### src/rtl/mcf_pkg.sv
package mcf_pkg;

   typedef enum logic [3:0] {
      ST_FETCH   = 4'd0,
      ST_DECODE  = 4'd1,
      ST_ADDR    = 4'd2,
      ST_RD_MEM  = 4'd3,
      ST_WR_MEM  = 4'd4,
      ST_LD_DONE = 4'd5,
      ST_EXEC    = 4'd6,
      ST_R_DONE  = 4'd7,
      ST_BRANCH  = 4'd8,
      ST_JUMP    = 4'd9
   } mcf_state_e;

   localparam int unsigned NUM_STATES = 10;

   typedef enum logic [2:0] {
      CL_NONE   = 3'd0,
      CL_ALU    = 3'd1,
      CL_LOAD   = 3'd2,
      CL_STORE  = 3'd3,
      CL_BRANCH = 3'd4,
      CL_JUMP   = 3'd5
   } op_class_e;

   localparam logic [1:0] B_REG  = 2'b00;
   localparam logic [1:0] B_FOUR = 2'b01;
   localparam logic [1:0] B_IMM  = 2'b10;
   localparam logic [1:0] B_BOFS = 2'b11;

   localparam logic [1:0] M_ADD   = 2'b00;
   localparam logic [1:0] M_SUB   = 2'b01;
   localparam logic [1:0] M_FUNCT = 2'b10;

   localparam logic [1:0] PS_ALU  = 2'b00;
   localparam logic [1:0] PS_HELD = 2'b01;
   localparam logic [1:0] PS_JUMP = 2'b10;

   typedef struct packed {
      logic       data_addr;
      logic       ir_load;
      logic       pc_load;
      logic       pc_load_zero;
      logic       a_from_reg;
      logic [1:0] b_sel;
      logic [1:0] alu_mode;
      logic [1:0] pc_src;
      logic       dst_rd;
      logic       wb_mem;
      logic       rf_we;
      logic       mem_re;
      logic       mem_we;
   } ctrl_t;

   localparam ctrl_t CTRL_IDLE = '0;

endpackage

### src/rtl/mcf_op_class.sv
module mcf_op_class
   import mcf_pkg::*;
#(
   parameter int unsigned OP_W      = 6,
   parameter logic [OP_W-1:0] OP_ALU    = 6'b000000,
   parameter logic [OP_W-1:0] OP_LOAD   = 6'b100011,
   parameter logic [OP_W-1:0] OP_STORE  = 6'b101011,
   parameter logic [OP_W-1:0] OP_BRANCH = 6'b000100,
   parameter logic [OP_W-1:0] OP_JUMP   = 6'b000010
) (
   input  logic [OP_W-1:0] op,
   output op_class_e       cls
);

   localparam int unsigned NCL = 5;
   localparam logic [NCL-1:0][OP_W-1:0] CODES =
      {OP_JUMP, OP_BRANCH, OP_STORE, OP_LOAD, OP_ALU};

   if (OP_W < 3) begin : g_bad_width
      $error("mcf_op_class: OP_W must be at least 3");
   end

   for (genvar i = 0; i < NCL; i++) begin : g_distinct_i
      for (genvar j = i + 1; j < NCL; j++) begin : g_distinct_j
         if (CODES[i] == CODES[j]) begin : g_clash
            $error("mcf_op_class: two instruction classes share one opcode");
         end
      end
   end

   logic [NCL-1:0] hit;

   for (genvar k = 0; k < NCL; k++) begin : g_match
      assign hit[k] = (op == CODES[k]);
   end

   always_comb begin
      case (hit)
         5'b00001: cls = CL_ALU;
         5'b00010: cls = CL_LOAD;
         5'b00100: cls = CL_STORE;
         5'b01000: cls = CL_BRANCH;
         5'b10000: cls = CL_JUMP;
         default:  cls = CL_NONE;
      endcase
   end

endmodule

### src/rtl/mcf_next.sv
module mcf_next
   import mcf_pkg::*;
(
   input  mcf_state_e cur,
   input  op_class_e  cls,
   output mcf_state_e nxt
);

   always_comb begin
      nxt = ST_FETCH;
      case (cur)
         ST_FETCH:  nxt = ST_DECODE;
         ST_DECODE: begin
            case (cls)
               CL_ALU:    nxt = ST_EXEC;
               CL_LOAD,
               CL_STORE:  nxt = ST_ADDR;
               CL_BRANCH: nxt = ST_BRANCH;
               CL_JUMP:   nxt = ST_JUMP;
               default:   nxt = ST_FETCH;
            endcase
         end
         ST_ADDR: begin
            if (cls == CL_LOAD)       nxt = ST_RD_MEM;
            else if (cls == CL_STORE) nxt = ST_WR_MEM;
            else                      nxt = ST_FETCH;
         end
         ST_RD_MEM: nxt = ST_LD_DONE;
         ST_EXEC:   nxt = ST_R_DONE;
         default:   nxt = ST_FETCH;
      endcase
   end

endmodule

### src/rtl/mcf_state_reg.sv
module mcf_state_reg
   import mcf_pkg::*;
#(
   parameter bit ONE_HOT = 1'b0
) (
   input  logic       clk,
   input  logic       rst,
   input  mcf_state_e nxt,
   output mcf_state_e cur
);

   localparam int unsigned SW = $bits(mcf_state_e);

   if (ONE_HOT) begin : g_onehot
      logic [NUM_STATES-1:0] oh_q;

      always_ff @(posedge clk) begin
         if (rst) oh_q <= NUM_STATES'(1);
         else     oh_q <= NUM_STATES'(1) << nxt;
      end

      always_comb begin
         logic [SW-1:0] idx;
         idx = '0;
         for (int s = 0; s < NUM_STATES; s++) begin
            if (oh_q[s]) idx = idx | SW'(s);
         end
         cur = mcf_state_e'(idx);
      end

      assert_onehot_state_R10: assert property (@(posedge clk) disable iff (rst)
         $onehot(oh_q));
   end else begin : g_binary
      mcf_state_e st_q;

      always_ff @(posedge clk) begin
         if (rst) st_q <= ST_FETCH;
         else     st_q <= nxt;
      end

      assign cur = st_q;
   end

endmodule

### src/rtl/mcf_out_dec.sv
module mcf_out_dec
   import mcf_pkg::*;
(
   input  mcf_state_e cur,
   output ctrl_t      ctl
);

   always_comb begin
      ctl = CTRL_IDLE;
      case (cur)
         ST_FETCH: begin
            ctl.ir_load  = 1'b1;
            ctl.pc_load  = 1'b1;
            ctl.b_sel    = B_FOUR;
            ctl.alu_mode = M_ADD;
            ctl.pc_src   = PS_ALU;
         end
         ST_DECODE: begin
            ctl.b_sel    = B_BOFS;
            ctl.alu_mode = M_ADD;
         end
         ST_ADDR: begin
            ctl.a_from_reg = 1'b1;
            ctl.b_sel      = B_IMM;
            ctl.alu_mode   = M_ADD;
         end
         ST_RD_MEM: begin
            ctl.data_addr = 1'b1;
            ctl.mem_re    = 1'b1;
         end
         ST_WR_MEM: begin
            ctl.data_addr = 1'b1;
            ctl.mem_we    = 1'b1;
         end
         ST_LD_DONE: begin
            ctl.wb_mem = 1'b1;
            ctl.dst_rd = 1'b0;
            ctl.rf_we  = 1'b1;
         end
         ST_EXEC: begin
            ctl.a_from_reg = 1'b1;
            ctl.b_sel      = B_REG;
            ctl.alu_mode   = M_FUNCT;
         end
         ST_R_DONE: begin
            ctl.dst_rd = 1'b1;
            ctl.wb_mem = 1'b0;
            ctl.rf_we  = 1'b1;
         end
         ST_BRANCH: begin
            ctl.a_from_reg   = 1'b1;
            ctl.b_sel        = B_REG;
            ctl.alu_mode     = M_SUB;
            ctl.pc_src       = PS_HELD;
            ctl.pc_load_zero = 1'b1;
         end
         ST_JUMP: begin
            ctl.pc_src  = PS_JUMP;
            ctl.pc_load = 1'b1;
         end
         default: ctl = CTRL_IDLE;
      endcase
   end

endmodule

### src/rtl/mc_sequencer.sv
module mc_sequencer
   import mcf_pkg::*;
#(
   parameter int unsigned OP_W      = 6,
   parameter logic [OP_W-1:0] OP_ALU    = 6'b000000,
   parameter logic [OP_W-1:0] OP_LOAD   = 6'b100011,
   parameter logic [OP_W-1:0] OP_STORE  = 6'b101011,
   parameter logic [OP_W-1:0] OP_BRANCH = 6'b000100,
   parameter logic [OP_W-1:0] OP_JUMP   = 6'b000010,
   parameter bit              ONE_HOT   = 1'b0
) (
   input  logic            clk,
   input  logic            rst,
   input  logic [OP_W-1:0] opcode,
   output logic            mem_sel_data,
   output logic            ir_load,
   output logic            pc_load,
   output logic            pc_load_if_zero,
   output logic            alu_a_sel,
   output logic [1:0]      alu_b_sel,
   output logic [1:0]      alu_mode,
   output logic [1:0]      pc_src,
   output logic            dst_sel_rd,
   output logic            wb_from_mem,
   output logic            rf_write,
   output logic            mem_rd,
   output logic            mem_wr
);

   op_class_e  cls;
   mcf_state_e state;
   mcf_state_e state_nxt;
   ctrl_t      ctl;

   mcf_op_class #(
      .OP_W      (OP_W),
      .OP_ALU    (OP_ALU),
      .OP_LOAD   (OP_LOAD),
      .OP_STORE  (OP_STORE),
      .OP_BRANCH (OP_BRANCH),
      .OP_JUMP   (OP_JUMP)
   ) u_class (
      .op  (opcode),
      .cls (cls)
   );

   mcf_next u_next (
      .cur (state),
      .cls (cls),
      .nxt (state_nxt)
   );

   mcf_state_reg #(
      .ONE_HOT (ONE_HOT)
   ) u_state (
      .clk (clk),
      .rst (rst),
      .nxt (state_nxt),
      .cur (state)
   );

   mcf_out_dec u_dec (
      .cur (state),
      .ctl (ctl)
   );

   assign mem_sel_data    = ctl.data_addr;
   assign ir_load         = ctl.ir_load;
   assign pc_load         = ctl.pc_load;
   assign pc_load_if_zero = ctl.pc_load_zero;
   assign alu_a_sel       = ctl.a_from_reg;
   assign alu_b_sel       = ctl.b_sel;
   assign alu_mode        = ctl.alu_mode;
   assign pc_src          = ctl.pc_src;
   assign dst_sel_rd      = ctl.dst_rd;
   assign wb_from_mem     = ctl.wb_mem;
   assign rf_write        = ctl.rf_we;
   assign mem_rd          = ctl.mem_re;
   assign mem_wr          = ctl.mem_we;

   assert_fetch_after_reset_R1: assert property (@(posedge clk) disable iff (rst)
      $fell(rst) |-> (ir_load && pc_load));

   assert_decode_follows_fetch_R3: assert property (@(posedge clk) disable iff (rst)
      ir_load |=> (alu_b_sel == B_BOFS && !ir_load));

   assert_alu_path_R4: assert property (@(posedge clk) disable iff (rst)
      (state == ST_DECODE && cls == CL_ALU) |=> (alu_mode == M_FUNCT));

   assert_load_writeback_R5: assert property (@(posedge clk) disable iff (rst)
      mem_rd |=> (rf_write && wb_from_mem && !dst_sel_rd));

   assert_store_returns_R6: assert property (@(posedge clk) disable iff (rst)
      mem_wr |=> (ir_load && !rf_write));

   assert_branch_cond_only_R7: assert property (@(posedge clk) disable iff (rst)
      pc_load_if_zero |=> ir_load);

   assert_jump_returns_R8: assert property (@(posedge clk) disable iff (rst)
      (pc_load && pc_src == PS_JUMP) |=> ir_load);

   assert_unknown_quiet_R9: assert property (@(posedge clk) disable iff (rst)
      (state == ST_DECODE && cls == CL_NONE) |=> ir_load);

   assert_mem_excl_R10: assert property (@(posedge clk) disable iff (rst)
      !(mem_rd && mem_wr));

   assert_pc_excl_R10: assert property (@(posedge clk) disable iff (rst)
      !(pc_load && pc_load_if_zero));

endmodule

### config.mk
export PLATFORM = sky130hd
export DESIGN_NAME = mc_sequencer
export DESIGN_NICKNAME = d
export VERILOG_FILES = /design/src/rtl/mcf_pkg.sv /design/src/rtl/mcf_op_class.sv /design/src/rtl/mcf_next.sv /design/src/rtl/mcf_state_reg.sv /design/src/rtl/mcf_out_dec.sv /design/src/rtl/mc_sequencer.sv
export SDC_FILE = /design/constraint.sdc
export NUM_CORES = 1
export LEC_CHECK = 0
export BUFFER_PORTS_ARGS = -buffer_cell sky130_fd_sc_hd__buf_2
export CAP_MARGIN = 20
export CORE_UTILIZATION = 30
export DETAILED_ROUTE_END_ITERATION = 8
export SLEW_MARGIN = 20
export SYNTH_ARGS = -nofsm -noshare
export SYNTH_HDL_FRONTEND = slang
export SYNTH_SLANG_ARGS = --single-unit
export TNS_END_PERCENT = 10
### constraint.sdc
create_clock -name clk -period 2.45 [get_ports clk]
set_input_delay 0.49 -clock clk [delete_from_list [all_inputs] [get_ports clk]]
set_output_delay 0.49 -clock clk [all_outputs]
set_load 0.05 [all_outputs]
# --- Word-level counts from Yosys, hierarchy flattened ---
# Index checks and enable logic that the tools add are counted.
op_classes:
  n_addsub: 0
  n_mul: 0
  n_div: 0
  magnitude_cmp: 0
  eq_ne: 23
  shift: 0
  mux: 15
  bitwise_logic: 0
  n_reduce_logical: 6
ops:
  columns: ["operator", "n"]
  rows:
  - ["case mux 4 bit (5 select lines)", 2]
  - ["equality test 4 x 3 -> 1 bit (second input constant)", 4]
  - ["case mux 4 bit (4 select lines)", 1]
  - ["case mux 3 bit (5 select lines)", 1]
  - ["equality test 6 bit (second input constant)", 2]
  - ["equality test 4 x 2 -> 1 bit (second input constant)", 2]
  - ["equality test 4 bit (second input constant)", 2]
  - ["two-way mux 1 bit", 7]
  - ["equality test 3 x 2 -> 1 bit (second input constant)", 2]
  - ["equality test 3 bit (second input constant)", 2]
  - ["equality test 6 x 2 -> 1 bit (second input constant)", 1]
  - ["equality test 6 x 3 -> 1 bit (second input constant)", 1]
  - ["zero test 6 bit", 1]
  - ["case mux 3 bit (2 select lines)", 1]
  - ["OR reduction 2 bit", 3]
  - ["equality test 5 x 1 -> 1 bit (second input constant)", 1]
  - ["equality test 5 x 2 -> 1 bit (second input constant)", 1]
  - ["equality test 5 x 3 -> 1 bit (second input constant)", 1]
  - ["equality test 5 x 4 -> 1 bit (second input constant)", 1]
  - ["equality test 5 bit (second input constant)", 1]
  - ["equality test 4 x 1 -> 1 bit (second input constant)", 1]
  - ["zero test 4 bit", 1]
  - ["two-way mux 4 bit", 1]
  - ["case mux 2 bit (2 select lines)", 1]
  - ["other kinds (3)", 3]
totals:
  regBits: 4
  latchBits: 0
  mem_bits_rw: 0
  mem_bits_ro: 0
  input_bits: 8
  output_inout_bits: 16
  word_cells: 45
  n_memories: 0

# --- Logic depth before layout (Yosys ltp) ---
logic_depth:
  depth_word: 7
  mapped_depth: 5
  mapped_depth_nobuf: 4

# --- Cells and area by module ---
# A second synthesis with hierarchy kept.
unflattened:
  hier_cells: 60
  hier_area_um2: 495.5
by_module_without_submodules:
  columns: ["module", "instances", "cells_per_inst", "area_per_inst_um2"]
  rows:
  - ["mcf_out_dec", 1, 25, 202.7]
  - ["mcf_next", 1, 20, 138.9]
  - ["mcf_state_reg", 1, 8, 105.1]
  - ["mcf_op_class", 1, 7, 48.8]

# --- Worst setup path after synthesis ---
# OpenSTA, ideal clock, no wires.
synth_path:
  kind: "register to output"
  from: "register u_state.g_binary.st_q[2], in the netlist u_state.cur[2]"
  to: "output mem_sel_data"
  arrival_ps: 2227
  t_required_ps: 1960
  setup_slack_ps: -267
  stages_incl_launch_ff: 4
  path_buffers: 0
  cell_sequence: "dfxtp_1 or2b_1 nor3_1 or2_2"
synth_via:
  elab_chain_cells: 3
  word_cells_on_any_way: 4
synth_lines:
  columns: ["item", "line", "text"]
  rows:
  - ["from (decl)", "mcf_state_reg.sv:34", "mcf_state_e st_q;"]
  - ["from (signal assigned)", "mcf_state_reg.sv:38", "else st_q <= nxt;"]
  - ["equality test 4 x 2 -> 1 bit / equality test 4 x 3 -> 1 bit (equally long branches)", "mcf_out_dec.sv:10", "case (cur)"]
  - ["OR reduction 2 bit (no line) *", null, null]
  - ["two-way mux 1 bit *", "mcf_out_dec.sv:10", null]
  - ["to (decl)", "mc_sequencer.sv:15", "output logic mem_sel_data,"]
# Mark *: on every way between the ends. The rest lies on a longest branch, timed or not.

# --- Final worst setup path ---
layout_path:
  from: "register u_state.g_binary.st_q[1], in the netlist u_state.cur[1]"
  to: "output pc_load"
layout_via:
  elab_chain_cells: 3
  word_cells_on_any_way: 4
layout_lines:
  columns: ["item", "line", "text"]
  rows:
  - ["equality test 4 bit / zero test 4 bit (equally long branches)", "mcf_out_dec.sv:10", null]
  - ["OR reduction 2 bit (no line) *", null, null]
  - ["two-way mux 1 bit *", "mcf_out_dec.sv:10", null]
  - ["to (decl)", "mc_sequencer.sv:17", "output logic pc_load,"]
# Marked as above.

==> reports/metrics.yaml <==
outcome:
  outcome: "completed"
cts:
  clockRootBuffer: "clkbuf_4"
  worstSkewPairLatency_ps: 240
  cts.sinks: 4
  cts_htree_levels: 1
  post_cts_buffers: 0
  cts_buffer_depth: 2
  tritoncts: "yes"
  postCtsHoldBufs: 0
  clk_pin_slew_ps: 40
  cts_buffers: 3
  post_cts_resized: 0
yosys:
  netlist_area_um2: 389
  synth-seq-cells: 4
  yosysTopAreaCell: "dfxtp_1"
  synth-xor-area-share: 0.0450
  ys_types: 27
  syn_area_per_cell_um2: 6.83
  synth-seq-area-share: 0.206
  yosysWarnings: 0
  syn-num-nets: 65
  synth_compound_area_frac: 0.193
  synth_area_leaders: "dfxtp_1 (21%), nor2_1 (12%), nor3_1 (9.0%)"
  synth_mux_area_frac: 0
  synthCells: 57
  synth-simple-area-share: 0.495
  yosysTopAreaCellShare: 0.206
  synth_top_family_by_area: "simple AND/OR/NAND/NOR gates"
  synthAdderAreaFrac: 0
sta:
  hold_ws_ps: 452
  finalMaxSlewViolations: 0
  setup_violations: 0
  final.setup_skew_ps: 8.47
  fmax_mhz: 480
  fin_crit_ps: 2080
  fin_ws_ps: 366
  hold_viol_final: 0
  final.period_utilization: 0.850
  slew_headroom: 0.734
  tightest_slew_ps: 397
  rsz0062_at_grt: "false"
placement:
  dpl.hpwl_um: 743
  globalplace.congestion: 0.788
  place_area_um2: 510
  dpl_worst_slack_ps: 636
  io_buffer_count: 23
critical_path:
  crit_type: "reg2out"
  crit_path_cell_trace: "nand2b_1, nor2_1, or2_2, buf_2"
  path_max_fanout: 12
  cp-start-kind: "register"
  cp_slowest_stage_delay_ps: 550
  critPathCaptureType: "primary output"
  path_delay_family: "simple AND/OR/NAND/NOR gates"
  crit_arrival_ps: 1590
  crit_required_ps: 1960
  crit_buf_inv: 1
  worst_path_max_delay_cell: "dfxtp_1"
routing:
  vias: 479
  drcViolationCount: 0
  drt_iter0_markers: 15
  first_pass_iters: 4
  via_per_inst: 5.10
  ant_nets: 0
  drt-total-wl_um: 927
  avgRoutedWirePerCell_um: 9.86
hold_path:
  hold_path.class: "in2reg"
power_and_ir_drop:
  p_sw_frac: 0.344
  p_leak_nw: 0.244
  combPwrFrac: 0.270
  ir_worst_vdd_mv: 0.181
  p_per_area_nw_per_um2: 406
  p_seq_frac: 0.334
  switchingPower_mw: 0.0743
  p_int_mw: 0.142
  p_clk_frac: 0.396
die:
  placementRows: 12
  start_util: 0.337
  core_um2: 1160
  die_h_um: 38.0
  die-area_um2: 1450
  io_pins: 24
  die_w_um: 38.0
job:
  cap_violations: 0
global_routing:
  grt_pass1_wl_um: 1410
  grt_max_degree: 13
  grt_overflow: 0
  grt_pass1_vias: 350
  track_usage: 0.147
  antenna_found_initial: 0
cells_and_area:
  largest_reg_flops: 4
  final_area_um2: 533
  finalNetCount: 90
  area_growth_pct: 37.0
  antennaDiodeCount: 0
  num-fill-cells: 137
  multiInputGateArea_um2: 290
  drive_gt1_frac: 0.425
  regArea_um2: 80.1
==> cells in the mapped netlist <==
master and instances:
buf_2 1, o2bb2ai_1 1, o31ai_1 1, o21ai_0 1, a21oi_1 2, nor3_1 7, clkbuf_1 1, nand2_1 3
nand2b_1 3, or2_4 1, nand4_1 1, nor4_2 1, nor2_1 12, a31o_1 1, a2111oi_1 1, or3_1 1
a32o_1 1, xnor2_1 2, dfxtp_1 4, o21a_1 1, buf_4 1, or3_4 1, a211oi_1 1, inv_1 2
nand3_1 1, or2_2 4, or2b_1 1
==> per-layer routing <==
layer	up-vias	wire, um	share of wire	global-route usage
met4	0	24	0.026	0.161
met3	3	51	0.055	0.0174
met2	22	388	0.42	0.207
met5	-	0	0	0
li1	247	-	-	-
met1	207	463	0.50	0.180
==> worst reg2reg max path: stages (launching register included) <==
cell	delay, ps
dfxtp_1	540
nand2b_1	200
or3_4	380
a2111oi_1	330
a31o_1	140
==> cell families after synthesis <==
logic type | Yosys count
AO/OA/AOI/OAI | 10
XOR/XNOR | 2
AND/OR/NAND/NOR | 36
buffers and inverters | 5
flip-flops | 4
==> per-stage QoR <==
step | util | TNS, ps | std cells | total power, mW
6_report | 0.461 | 0 | 94 | 0.216
3_5_place_dp | 0.442 | 0 | 91 | 0.132
2_1_floorplan | - | -230 | 57 | 0.116
5_1_grt | 0.461 | 0 | 94 | 0.229
4_1_cts | 0.461 | 0 | 94 | 0.220
3_3_place_gp | 0.442 | 0 | 91 | 0.131
==> power groups by stage <==
stage | registers, mW | clock network, mW | logic [mW]
floorplan | 0.0690 | 0 | 0.0466
global placement | 0.0732 | 0 | 0.0579
detailed placement | 0.0733 | 0 | 0.0582
CTS | 0.0723 | 0.0888 | 0.0584
global route | 0.0727 | 0.0943 | 0.0621
finish | 0.0721 | 0.0857 | 0.0583
==> path summary, 6_finish.rpt <==
kind / from / endpoint / slack, ps / cells after the start
hold / removal: opcode[4] / u_state.cur[3] / 450 / 2
setup reg to reg: u_state.cur[0] / u_state.cur[1] / 810 / 4
hold reg to reg: u_state.cur[3] / u_state.cur[2] / 660 / 3
setup / recovery: u_state.cur[1] / pc_load / 370 / 4
==> layout make-up <==
class                           instances  share of cell area
Tap cell                               14              0.0329
Inverter                                2              0.0141
Sequential cell                         4               0.150
Timing Repair Buffer                   23               0.216
Multi-Input combinational cell         48               0.545
Clock buffer                            3              0.0423
==> cells in the final DEF (no fill, tap or decap), types with 2 or more instances in the layout <==
| cell | n |
|---|---|
| nor3_1 | 6 |
| dfxtp_1 | 4 |
| nand2b_1 | 3 |
| nor2_1 | 12 |
| xnor2_1 | 2 |
| nand2_1 | 3 |
| inv_1 | 2 |
| clkbuf_4 | 3 |
| buf_2 | 23 |
| a21oi_1 | 2 |
| or2_2 | 4 |
Power figures use the tool's default switching activity.
